$ cat src/rtl/sync_pm_pkg.sv
package sync_pm_pkg;
    localparam int unsigned WIN_W       = 16;
    localparam int unsigned SYNC_STAGES = 2;

    typedef struct packed {
        logic             prev_clk;
        logic             shift;
        logic [WIN_W-1:0] win;
    } win_state_t;

    typedef struct packed {
        logic armed;
        logic trig;
    } cmp_state_t;
endpackage

$ cat src/rtl/sync_pm_sync.sv
module sync_pm_sync #(
    parameter int unsigned W      = 2,
    parameter int unsigned STAGES = 2
) (
    input  logic         clk,
    input  logic         rst_n,
    input  logic [W-1:0] async_i,
    output logic [W-1:0] sync_o
);
    logic [STAGES-1:0][W-1:0] stage_q;

    always_ff @(posedge clk or negedge rst_n) begin
        if (!rst_n) stage_q[0] <= '0;
        else        stage_q[0] <= async_i;
    end

    for (genvar s = 1; s < STAGES; s++) begin : g_stage
        always_ff @(posedge clk or negedge rst_n) begin
            if (!rst_n) stage_q[s] <= '0;
            else        stage_q[s] <= stage_q[s-1];
        end
    end

    assign sync_o = stage_q[STAGES-1];
endmodule

$ cat src/rtl/sync_pm_window.sv
module sync_pm_window
    import sync_pm_pkg::*;
(
    input  logic             clk,
    input  logic             rst_n,
    input  logic             en_i,
    input  logic             sclk_i,
    input  logic             sdata_i,
    output logic [WIN_W-1:0] win_o,
    output logic             shift_o
);
    win_state_t st_d, st_q;

    always_comb begin
        st_d          = st_q;
        st_d.prev_clk = sclk_i;
        st_d.shift    = sclk_i & ~st_q.prev_clk;
        if (!en_i) begin
            st_d.win = '0;
        end else if (sclk_i && !st_q.prev_clk) begin
            st_d.win = {st_q.win[WIN_W-2:0], sdata_i};
        end
    end

    always_ff @(posedge clk or negedge rst_n) begin
        if (!rst_n) st_q <= '0;
        else        st_q <= st_d;
    end

    assign win_o   = st_q.win;
    assign shift_o = st_q.shift;
endmodule

$ cat src/rtl/sync_pm_compare.sv
module sync_pm_compare
    import sync_pm_pkg::*;
(
    input  logic             clk,
    input  logic             rst_n,
    input  logic             en_i,
    input  logic [WIN_W-1:0] win_i,
    input  logic [WIN_W-1:0] pattern_i,
    input  logic [WIN_W-1:0] mask_i,
    output logic             match_o,
    output logic             trig_o
);
    cmp_state_t st_d, st_q;
    logic       hit;

    always_comb begin
        hit        = ((win_i ^ pattern_i) & ~mask_i) == '0;
        st_d       = st_q;
        st_d.trig  = en_i & hit & st_q.armed;
        if (!en_i)              st_d.armed = 1'b0;
        else if (st_d.trig)     st_d.armed = 1'b0;
        else if (!hit)          st_d.armed = 1'b1;
    end

    always_ff @(posedge clk or negedge rst_n) begin
        if (!rst_n) st_q <= '0;
        else        st_q <= st_d;
    end

    assign match_o = hit;
    assign trig_o  = st_q.trig;
endmodule

$ cat src/rtl/sync_pattern_matcher.sv
module sync_pattern_matcher
    import sync_pm_pkg::*;
(
    input  logic             clk,
    input  logic             rst_n,
    input  logic             sync_en_i,
    input  logic             sync_clk_i,
    input  logic             sync_data_i,
    input  logic [WIN_W-1:0] pattern_i,
    input  logic [WIN_W-1:0] mask_i,
    output logic             trigger_o
);
    logic [1:0]       synced;
    logic [WIN_W-1:0] window;
    logic             shift_seen;
    logic             match;

    sync_pm_sync #(.W(2), .STAGES(SYNC_STAGES)) u_sync (
        .clk     (clk),
        .rst_n   (rst_n),
        .async_i ({sync_clk_i, sync_data_i}),
        .sync_o  (synced)
    );

    sync_pm_window u_window (
        .clk     (clk),
        .rst_n   (rst_n),
        .en_i    (sync_en_i),
        .sclk_i  (synced[1]),
        .sdata_i (synced[0]),
        .win_o   (window),
        .shift_o (shift_seen)
    );

    sync_pm_compare u_compare (
        .clk       (clk),
        .rst_n     (rst_n),
        .en_i      (sync_en_i),
        .win_i     (window),
        .pattern_i (pattern_i),
        .mask_i    (mask_i),
        .match_o   (match),
        .trig_o    (trigger_o)
    );
endmodule

$ cat config.mk
export PLATFORM = sky130hd
export DESIGN_NAME = sync_pattern_matcher
export DESIGN_NICKNAME = d
export VERILOG_FILES = /design/src/rtl/sync_pm_pkg.sv /design/src/rtl/sync_pm_sync.sv /design/src/rtl/sync_pm_window.sv /design/src/rtl/sync_pm_compare.sv /design/src/rtl/sync_pattern_matcher.sv
export SDC_FILE = /design/constraint.sdc
export NUM_CORES = 1
export LEC_CHECK = 0
export BUFFER_PORTS_ARGS = -buffer_cell sky130_fd_sc_hd__buf_2
export CAP_MARGIN = 20
export CELL_PAD_IN_SITES_DETAIL_PLACEMENT = 1
export CELL_PAD_IN_SITES_GLOBAL_PLACEMENT = 1
export CORE_AREA = 2 2 57 59
export DETAILED_ROUTE_END_ITERATION = 8
export DIE_AREA = 0 0 59 61
export PLACE_DENSITY = 0.76
export SYNTH_ARGS = -nofsm -noshare
export SYNTH_HDL_FRONTEND = slang
export SYNTH_SLANG_ARGS = --single-unit
$ cat constraint.sdc
create_clock -name clk -period 3.1 [get_ports clk]
set_input_delay 0.31 -clock clk [delete_from_list [all_inputs] [get_ports clk]]
set_output_delay 0.31 -clock clk [all_outputs]
set_load 0.01 [all_outputs]
# == Word level (Yosys, flattened, before mapping) ==
# Index checks and enable logic that the tools add are counted.
# word_totals
reg_bits,23
in_bits,37
out_inout_bits,1
word_cells,21
# classes
n_eq_ne,2
muxes,5
bitwise_logic,5
reduce_logical,3
# op_table
cell,count
$mux W16,2
$and A16 B16 Y16,1
$logic_not A16 Y1,1
$not A16 Y16,1
$xor A16 B16 Y16,1
$mux W1,3
$ne A3 B2 Y1 const B,1
$and A1 B1 Y1,2
$ne A2 B1 Y1 const B,1
$logic_and A1 B1 Y1,1
$logic_not A1 Y1,1

# == Longest topological paths before layout ==
# Gate-level depths: netlist (run 1).
# logic_depth
ltp_word,7
mapped_depth,5
mapped_depth_nobuf,4

# == By module ==
# Synthesis (run 1) repeated with hierarchy kept, for this count alone.
# hier_totals
hier_cells,109
hier_area_um2,1243.7
# modules_own_cells
mod,area_per_inst_um2,cells_per_inst,instances,seq_area_each_um2
sync_pm_window,852.1,72,1,450.4
sync_pm_compare,276.5,31,1,50.0
sync_pm_sync,115.1,6,1,100.1

# == Worst setup path after synthesis (run 1) ==
# Ideal clock, no wire load.
# synth_timing
path_type,flip-flop to flip-flop
start,"register u_window.st_q, in the netlist u_window.win_o[6]"
end,"register u_compare.st_q, in the netlist u_compare.trig_o"
setup_ps,68
t_required_ps,3032
synth_period_minus_slack_ps,1154
path_stages_with_launch,5
n_path_buf,0
arrival_time_ps,1087
slack_ps,1946
path_cell_list,dfrtp_1 xnor2_1 o22ai_1 nor4_1 and4_1
# synth_lines
element,line,text
from (decl),sync_pm_window.sv:12,"win_state_t st_d, st_q;"
from (signal assigned),sync_pm_window.sv:27,else st_q <= st_d;
to (signal assigned),sync_pm_compare.sv:27,else st_q <= st_d;
to (decl),sync_pm_compare.sv:13,"cmp_state_t st_d, st_q;"

# == Worst setup path after layout (run 1) ==
# layout_timing
start,"register u_sync.stage_q, in the netlist u_sync.sync_o[1]"
end,"register u_window.st_q, in the netlist u_window.win_o[9]"
# layout_between
elab_chain_cells,2
# layout_lines
element,line,text
from (decl),sync_pm_sync.sv:10,logic [STAGES-1:0][W-1:0] stage_q;
"from (signal, indexed assignment)",sync_pm_sync.sv:20,else stage_q[s] <= stage_q[s-1];
$logic_and A1 B1 Y1,sync_pm_window.sv:20,end else if (sclk_i && !st_q.prev_clk) begin
$ne A2 B1 Y1 (no source line),-,
# Every way passes these cells.
# A chain may end at the register's enable or synchronous reset.

==> results of run 1 <==
==> cells in the final DEF, fill, tap and decap left out, types with 2 or more instances in the layout <==
master,count
nand2_1,32
nor4_1,2
a21boi_0,16
dfrtp_1,23
o22ai_1,8
clkbuf_4,3
xnor2_1,16
buf_2,37
==> sequential cells by signal, indices dropped and copies added (netlist names) <==
name and count:
u_compare.trig_o 1, u_window.win_o 16, u_window.st_q 1, u_sync.sync_o 2, u_compare.st_q 1, u_sync.stage_q 2
==> Yosys cell counts <==
| cell type | number |
|---|---|
| nand2b_1 | 1 |
| o22ai_1 | 8 |
| clkbuf_2 | 2 |
| nor2b_1 | 1 |
| xnor2_1 | 16 |
| buf_2 | 2 |
| a21boi_1 | 1 |
| nand2_1 | 32 |
| dfrtp_1 | 23 |
| and4_1 | 1 |
| a21boi_0 | 16 |
| nor4_1 | 2 |
| clkbuf_1 | 1 |
==> area by class of cell <==
cell class                      count  area (sq um)  share of cell area [%]
Clock buffer                        4          26.3                    2.01
Multi-Input combinational cell     78           472                    36.0
Sequential cell                    23           576                    43.9
Tap cell                           33          41.3                    3.15
Timing Repair Buffer               38           195                    14.9
==> cell families (layout without fill, tap and decap cells) <==
| family | count (synthesis) | count (layout) | share of synthesized area, % |
|---|---|---|---|
| buffers and inverters | 5 | 42 | 2.22 |
| AOI/OAI and AO/OA | 25 | 25 | 16.6 |
| xor gates and xnor gates | 16 | 16 | 13.1 |
| and+or+nand+nor | 37 | 37 | 14.4 |
| DFF | 23 | 23 | 53.7 |
==> metal layers <==
| layer | part of all wire (%) | wire length (um) | vias up |
|---|---|---|---|
| met3 | 3.1 | 75 | 4 |
| li1 | - | - | 430 |
| met5 | 0 | 0 | - |
| met4 | 1.7 | 42 | 0 |
| met1 | 40 | 970 | 430 |
| met2 | 55 | 1330 | 16 |
==> worst max-delay path by stage <==
| stage | endpoint | slack, ns | depth (start not counted) |
|---|---|---|---|
| final | u_window.win_o[9] | 1.52 | 3 |
| after global routing | u_window.win_o[12] | 1.30 | 3 |
| after CTS | u_window.win_o[9] | 1.48 | 3 |
| after detailed placement | u_window.win_o[9] | 1.52 | 3 |
| after global placement | u_window.win_o[6] | 1.58 | 3 |
| after floorplan | u_compare.trig_o | 1.95 | 4 |
==> power breakdown <==
part	switching, W	internal, W	leakage, nW
registers	0.00000230	0.000305	0.307
logic	0.0000311	0.0000323	0.241
clock network	0.0000868	0.0000501	0.0150
total	0.000120	0.000387	0.563
==> timing repair <==
action / 4_1_cts / 5_1_grt
setup endpoints to repair: 0 / 0
endpoints found under the hold margin: 23 / 0
hold buffers: 1 / 0
==> metrics by stage <==
step           power (W)  hold slack (ns)  utilization, %
2_1_floorplan   0.000341           0.0144               -
3_3_place_gp    0.000374            0.307            43.1
3_5_place_dp    0.000377            0.313            43.1
4_1_cts         0.000514            0.101            44.4
5_1_grt         0.000530           0.0902            44.4
6_report        0.000507            0.106            44.4
==> metrics.txt, run 1 <==
Final Cell Area=1310 sq um; Starting Density=36.3%; Crit-path slowest cell=nor2b_1; Sum Neg Setup Slack=0 ns; Cell Chain, Critical Path=nor2b_1 -> nand2_1 -> a21boi_0; Vias/cell=5.00; Final setup viols=0; synthesized flop and latch total=23; first-pass GRT wire length=4.00 mm; row count=20; aggregate routed wire length=2.42 mm; fin crit period=1.58 ns; gr usage total=14.9%; gr ovfl total=0; dominant cell type by area after synthesis=dfrtp_1; placement-stage cell area=1270 sq um; I/O pins=38; DRC Markers=0; CTS resizes=0; reg2reg path depth=3; Lkg Pwr=0.563 nW; pwr dens=387 nW/um^2; grt met2 use=27.6%; CTS tree=done; YS warnings=0; Die Height=61 um; share of layout cells above drive strength 1=28.0%; top cell type's share of synthesized area=53.7%; drt wl/cell=13.7 um; CTS Buf Count=3; Final Max Slew Viols=0; area grow syn2layout=22.3%; routed vias=880; initial antenna violation count=0; Worst Clk Skew=0.00490 ns; most congested layer reported by global routing=met2; Largest stage delay, worst path=0.79 ns; critical path class=flip-flop to flip-flop; RePlAce Congestion=0.689; Root Buffer=clkbuf_4; Seq/Total Area, Yosys=53.7%; RSZ-0062 raised after global routing=no; Mean Syn Cell Area=10.1 sq um; placed insts=171; run status=complete, no violations; final cycle utilization of the critical path=50.9%; depth of the worst hold-timing path=1; mapped cell area=1070 sq um; peak supply drop=0.000264 V; DIE AREA=3600 sq um; hold_sp=sync_clk_i; Worst-Margin Slew=0.989 ns; chip width=59 um; synthesized instance count=106; CP delay by family, top=simple AND/OR/NAND/NOR gates; clk slew on worst S/H paths=0.13 ns; synth unique cells=13; relative slew slack=34.0%; # clock sinks=23; Fillers=359; max cap viols=0; Worst setup EP type=flip-flop; Setup crit start kind=flip-flop; Ant. Diodes=0; # Post-CTS Setup Buffers=0; clk_lat worst skew=0.30 ns; CP Launch Point=u_sync.sync_o[1]; Fmax=0.634 GHz; TritonRoute pass-1 iters=4; post-DP HPWL=1.93 mm; Crit path buffers/inverters=0; syn_nets=143; R2R setup slack=1.52 ns; met3 Track Usage GR=2.35%; HP Class=input port to flip-flop; grt met1 use=17.3%; Critical R2R Capture=u_window.win_o[9]; worst-path maximum fanout=16; vias in the first global route=929; top cells by area, synth=dfrtp_1, xnor2_1, a21boi_0; final-report hold violation count=0; reg-to-reg startpoint=u_sync.sync_o[1]; Crit path arrival time=1.81 ns; H-Tree Depth=1; Detailed Route Iter0 Violations=13; Hold Path Sink=u_sync.stage_q[1]; ANT nets after route=0; largest net degree at the start of global routing=24; IO buf count=37; nets=181; setup ws final=1.52 ns; Final Non-Filler Cells=176; Worst EP required=3.33 ns; pre-CTS WS=1.52 ns; Clock Path Buffers=2; core area=2950 sq um
Note: power is estimated with default switching activity, not from simulation.
==> run 2: changes to the inputs <==
--- a/config.mk
+++ b/config.mk
@@ -9,10 +9,10 @@
 export CAP_MARGIN = 20
 export CELL_PAD_IN_SITES_DETAIL_PLACEMENT = 1
 export CELL_PAD_IN_SITES_GLOBAL_PLACEMENT = 1
-export CORE_AREA = 2 2 57 59
+export CORE_AREA = 2 2 58 60
 export DETAILED_ROUTE_END_ITERATION = 8
-export DIE_AREA = 0 0 59 61
-export PLACE_DENSITY = 0.76
+export DIE_AREA = 0 0 60 62
+export PLACE_DENSITY = 0.73
 export SYNTH_ARGS = -nofsm -noshare
 export SYNTH_HDL_FRONTEND = slang
 export SYNTH_SLANG_ARGS = --single-unit
==> constraint.sdc (replaced) <==
create_clock -name clk -period 1.5 [get_ports clk]
set_input_delay 0.15 -clock clk [delete_from_list [all_inputs] [get_ports clk]]
set_output_delay 0.15 -clock clk [all_outputs]
set_load 0.01 [all_outputs]
==> run 2 against run 1 <==
Clock skew up 0.00063 ns; combinational power grew 130%; global-route usage down 0.20 points; setup slack got worse by 1.4 ns.
==> metrics.txt, run 2 (same netlist as run 1, synthesis figures left out) <==
fin crit period=1.34 ns; pwr dens=775 nW/um^2; final-report hold violation count=0; CTS resizes=0; hold_sp=sync_en_i; Fillers=381; routed vias=886; HP Class=input port to flip-flop; ANT nets after route=0; I/O pins=38; relative slew slack=64.0%; worst-path maximum fanout=3; TritonRoute pass-1 iters=4; gr ovfl total=0; largest net degree at the start of global routing=24; vias in the first global route=908; max cap viols=0; critical path class=flip-flop to flip-flop; Crit path arrival time=1.59 ns; Clock Path Buffers=2; Worst Clk Skew=0.00554 ns; Cell Chain, Critical Path=xnor2_1 -> o22ai_1 -> nor4_1 -> and4_1; aggregate routed wire length=2.52 mm; nets=186; Worst-Margin Slew=0.540 ns; run status=complete, no violations; core area=3180 sq um; Reg area=576 sq um; Setup crit start kind=flip-flop; Final Max Slew Viols=0; Detailed Route Iter0 Violations=14; clk_lat worst skew=0.30 ns; Die Height=62 um; Vias/cell=4.57; Ant. Diodes=0; Crit path buffers/inverters=0; Lkg Pwr=0.586 nW; met3 Track Usage GR=1.86%; most congested layer reported by global routing=met2; reg-to-reg startpoint=u_window.win_o[12]; share of layout cells above drive strength 1=29.1%; IO buf count=37; clk slew on worst S/H paths=0.13 ns; peak supply drop=0.000357 V; Worst setup EP type=flip-flop; first-pass GRT wire length=4.04 mm; CP delay by family, top=simple AND/OR/NAND/NOR gates; post-DP HPWL=1.95 mm; chip width=60 um; area of the multi-input gates=472 sq um; max FFs per register=16; RePlAce Congestion=0.766; gr usage total=14.7%; # clock sinks=23; initial antenna violation count=0; drt wl/cell=13.0 um; commonest non-fill, non-tap cell in the layout=buf_2; most frequent cells in the layout=buf_2, nand2_1, dfrtp_1, xnor2_1, a21boi_0; Sum Neg Setup Slack=0 ns; Largest stage delay, worst path=0.44 ns; grt met1 use=18.0%; Starting Density=33.7%; CTS Buf Count=3; RSZ-0062 raised after global routing=no; Crit-path slowest cell=dfrtp_1; row count=21; DIE AREA=3720 sq um; final core utilization=43.1%; DRC Markers=0; Fmax=0.746 GHz; area grow syn2layout=27.8%; final cycle utilization of the critical path=89.4%; H-Tree Depth=1; Worst EP required=1.75 ns; CP Launch Point=u_window.win_o[12]; Root Buffer=clkbuf_4; CTS tree=done; Final setup viols=0; grt met2 use=27.0%
==> run 2: cell count changes in the layout (fill, tap and decap cells not counted) <==
cell / change
dlygate4sd3_1: +2
buf_4: +3
==> run 2: cell type report <==
type	count	share of cell area, %
clock buffers	4	1.92
multi-input cells	78	34.5
flip-flops and latches	23	42.0
well taps	46	4.20
repair buffers	43	17.4
==> run 2: final timing paths <==
| check | end | slack [ns] | depth (start not counted) |
|---|---|---|---|
| max | u_compare.trig_o | 0.16 | 4 |
| min | u_window.win_o[9] | 0.21 | 2 |
| max reg2reg | u_compare.trig_o | 0.16 | 4 |
| min reg2reg | u_sync.sync_o[1] | 0.37 | 0 |
| max in group asynchronous | u_sync.sync_o[0] | 0.79 | 2 |
| min in group asynchronous | u_window.win_o[8] | 0.34 | 2 |
==> run 2: metrics by stage <==
stage	setup slack, ns	power [W]	hold WS (ns)	std cells	instance area (sq um)
floorplan	0.346	0.000704	-0.146	106	1070
global placement	0.257	0.000784	0.150	187	1310
detailed placement	0.199	0.000787	0.162	187	1310
CTS	0.175	0.00108	0.210	194	1370
global route	0.0180	0.00112	0.211	194	1370
finish	0.159	0.00106	0.214	194	1370
==> run 2: worst register-to-register path, stage by stage (launching register included) <==
cell and delay, ns:
dfrtp_1 0.44, xnor2_1 0.19, o22ai_1 0.12, nor4_1 0.32, and4_1 0.23
==> run 2: where the power goes <==
part / switching (W) / internal, W / total, W / leakage, nW
sequential: 0.00000503 / 0.000630 / 0.000635 / 0.307
combinational: 0.0000677 / 0.0000752 / 0.000143 / 0.264
clock: 0.000180 / 0.000104 / 0.000283 / 0.0150
total: 0.000252 / 0.000809 / 0.00106 / 0.586
==> run 2: per-layer routing <==
layer | up-vias | part of all wire (%)
met4 | 0 | 1.0
met1 | 430 | 43
met2 | 14 | 54
met3 | 2 | 2.1
li1 | 440 | -
met5 | - | 0
==> run 2: repair_timing <==
action | 4_1_cts | 5_1_grt
setup buffers | 0 | 0
hold buffers | 3 | 0
hold endpoints to repair | 25 | 0
==> run 3: changes to the inputs <==
--- a/config.mk
+++ b/config.mk
@@ -5,14 +5,14 @@
 export SDC_FILE = /design/constraint.sdc
 export NUM_CORES = 1
 export LEC_CHECK = 0
-export BUFFER_PORTS_ARGS = -buffer_cell sky130_fd_sc_hd__buf_2
 export CAP_MARGIN = 20
 export CELL_PAD_IN_SITES_DETAIL_PLACEMENT = 1
 export CELL_PAD_IN_SITES_GLOBAL_PLACEMENT = 1
-export CORE_AREA = 2 2 58 60
+export CORE_AREA = 2 2 52 54
 export DETAILED_ROUTE_END_ITERATION = 8
-export DIE_AREA = 0 0 60 62
-export PLACE_DENSITY = 0.73
+export DIE_AREA = 0 0 54 56
+export DONT_BUFFER_PORTS = 1
+export PLACE_DENSITY = 0.72
 export SYNTH_ARGS = -nofsm -noshare
 export SYNTH_HDL_FRONTEND = slang
 export SYNTH_SLANG_ARGS = --single-unit
==> run 3 against run 2 <==
Power shrank 2.9%; fmax shrank 3.3%; critical path depth is the same; global-route usage grew 1.8 points; cell area shrank 11%.
==> metrics.txt, run 3 (same netlist as run 1, synthesis figures left out) <==
I/O pins=38; Crit-path slowest cell=dfrtp_1; post-DP HPWL=1.65 mm; worst-path maximum fanout=3; TritonRoute pass-1 iters=3; area grow syn2layout=13.6%; pwr dens=847 nW/um^2; fin crit period=1.39 ns; Hold WS=0.123 ns; final core utilization=50.0%; H-Tree Depth=1; Sum Neg Setup Slack=0 ns; vias in the first global route=767; row count=18; most frequent cells in the layout=nand2_1, dfrtp_1, xnor2_1, a21boi_0, o22ai_1; peak supply drop=0.000592 V; reg-to-reg startpoint=u_window.win_o[7]; placement-stage cell area=1110 sq um; Final Cell Area=1220 sq um; Worst EP required=1.75 ns; clk slew on worst S/H paths=0.13 ns; max cap viols=0; Setup crit start kind=flip-flop; core area=2430 sq um; Cell Chain, Critical Path=xnor2_1 -> o22ai_1 -> nor4_2 -> and4_1; share of layout cells above drive strength 1=8.77%; chip width=54 um; RSZ-0062 raised after global routing=no; max FFs per register=16; Worst-Margin Slew=0.565 ns; R2R setup slack=0.11 ns; Detailed Route Iter0 Violations=5; RePlAce Congestion=0.671; Critical R2R Capture=u_compare.trig_o; largest net degree at the start of global routing=24; Vias/cell=5.29; Die Height=56 um; DRC Markers=0; CTS tree=done; area of the multi-input gates=478 sq um; reg2reg path depth=4; drt wl/cell=15.6 um; Worst setup EP type=flip-flop; run status=complete, no violations; Ant. Diodes=0; Final Max Slew Viols=0; gr ovfl total=0; Final setup viols=0; commonest non-fill, non-tap cell in the layout=nand2_1; clk_lat worst skew=0.31 ns; routed vias=762; Largest stage delay, worst path=0.43 ns; # Post-CTS Setup Buffers=0; Root Buffer=clkbuf_4; IO buf count=0; relative slew slack=62.2%; gr usage total=16.5%; Crit path arrival time=1.63 ns; Lkg Pwr=0.463 nW; Worst Clk Skew=0.0126 ns; aggregate routed wire length=2.25 mm; HP Class=input port to asynchronous set/reset pin; Fmax=0.721 GHz; Fillers=273; final cycle utilization of the critical path=92.5%; first-pass GRT wire length=3.57 mm; final-report hold violation count=0; initial antenna violation count=0; ANT nets after route=0; Power Total=0.00103 W; CTS Buf Count=3; # clock sinks=23; Reg area=576 sq um; DIE AREA=3020 sq um; Clock Path Buffers=2; nets=152; critical path class=flip-flop to flip-flop; Starting Density=44.0%
## run 3: metrics by stage
stage | worst slack, ns | std cells
2_1_floorplan | 0.346 | 106
3_3_place_gp | 0.142 | 135
3_5_place_dp | 0.0724 | 135
4_1_cts | 0.0407 | 143
5_1_grt | 0.0213 | 144
6_report | 0.113 | 144
## run 3: what timing repair did
action,in CTS,in global routing
hold endpoints to repair,43,0
hold buffers,4,0
setup endpoints to repair,0,2
gates resized for setup,0,1
## run 3: worst max-delay path by stage
stage                             startpoint                to  slack [ns]  cells after the start
after floorplan            u_window.win_o[6]  u_compare.trig_o        0.35                      4
after global placement    u_window.win_o[11]  u_compare.trig_o        0.14                      4
after detailed placement   u_window.win_o[2]  u_compare.trig_o        0.07                      4
after CTS                  u_window.win_o[2]  u_compare.trig_o        0.04                      4
after global routing       u_window.win_o[2]  u_compare.trig_o        0.02                      4
final                      u_window.win_o[7]  u_compare.trig_o        0.11                      4
## run 3: final cells by class
class	count	area share, %
well taps	30	3.09
flip-flops and latches	23	47.3
multi-input cells	78	39.3
clock buffers	3	1.85
repair buffers	9	8.02
clock inverters	1	0.412
## run 3: where the power goes
part           internal (W)  switching [W]
clock             0.0000996       0.000187
combinational     0.0000551      0.0000546
sequential         0.000630     0.00000460
total              0.000785       0.000246
## run 3: layer usage
layer,wire length [um],global-route usage (%),vias up
li1,-,-,370
met2,1050,24.7,28
met5,0,0,-
met3,183,6.45,2
met1,997,22.1,362
met4,19,4.29,0
## run 3: critical path, delay by kind of cell, from the launching register on
kind | cells | cell delay (ns)
AOI/OAI and AO/OA | 1 | 0.15
and+or+nand+nor | 2 | 0.57
DFF | 1 | 0.43
xor gates and xnor gates | 1 | 0.17
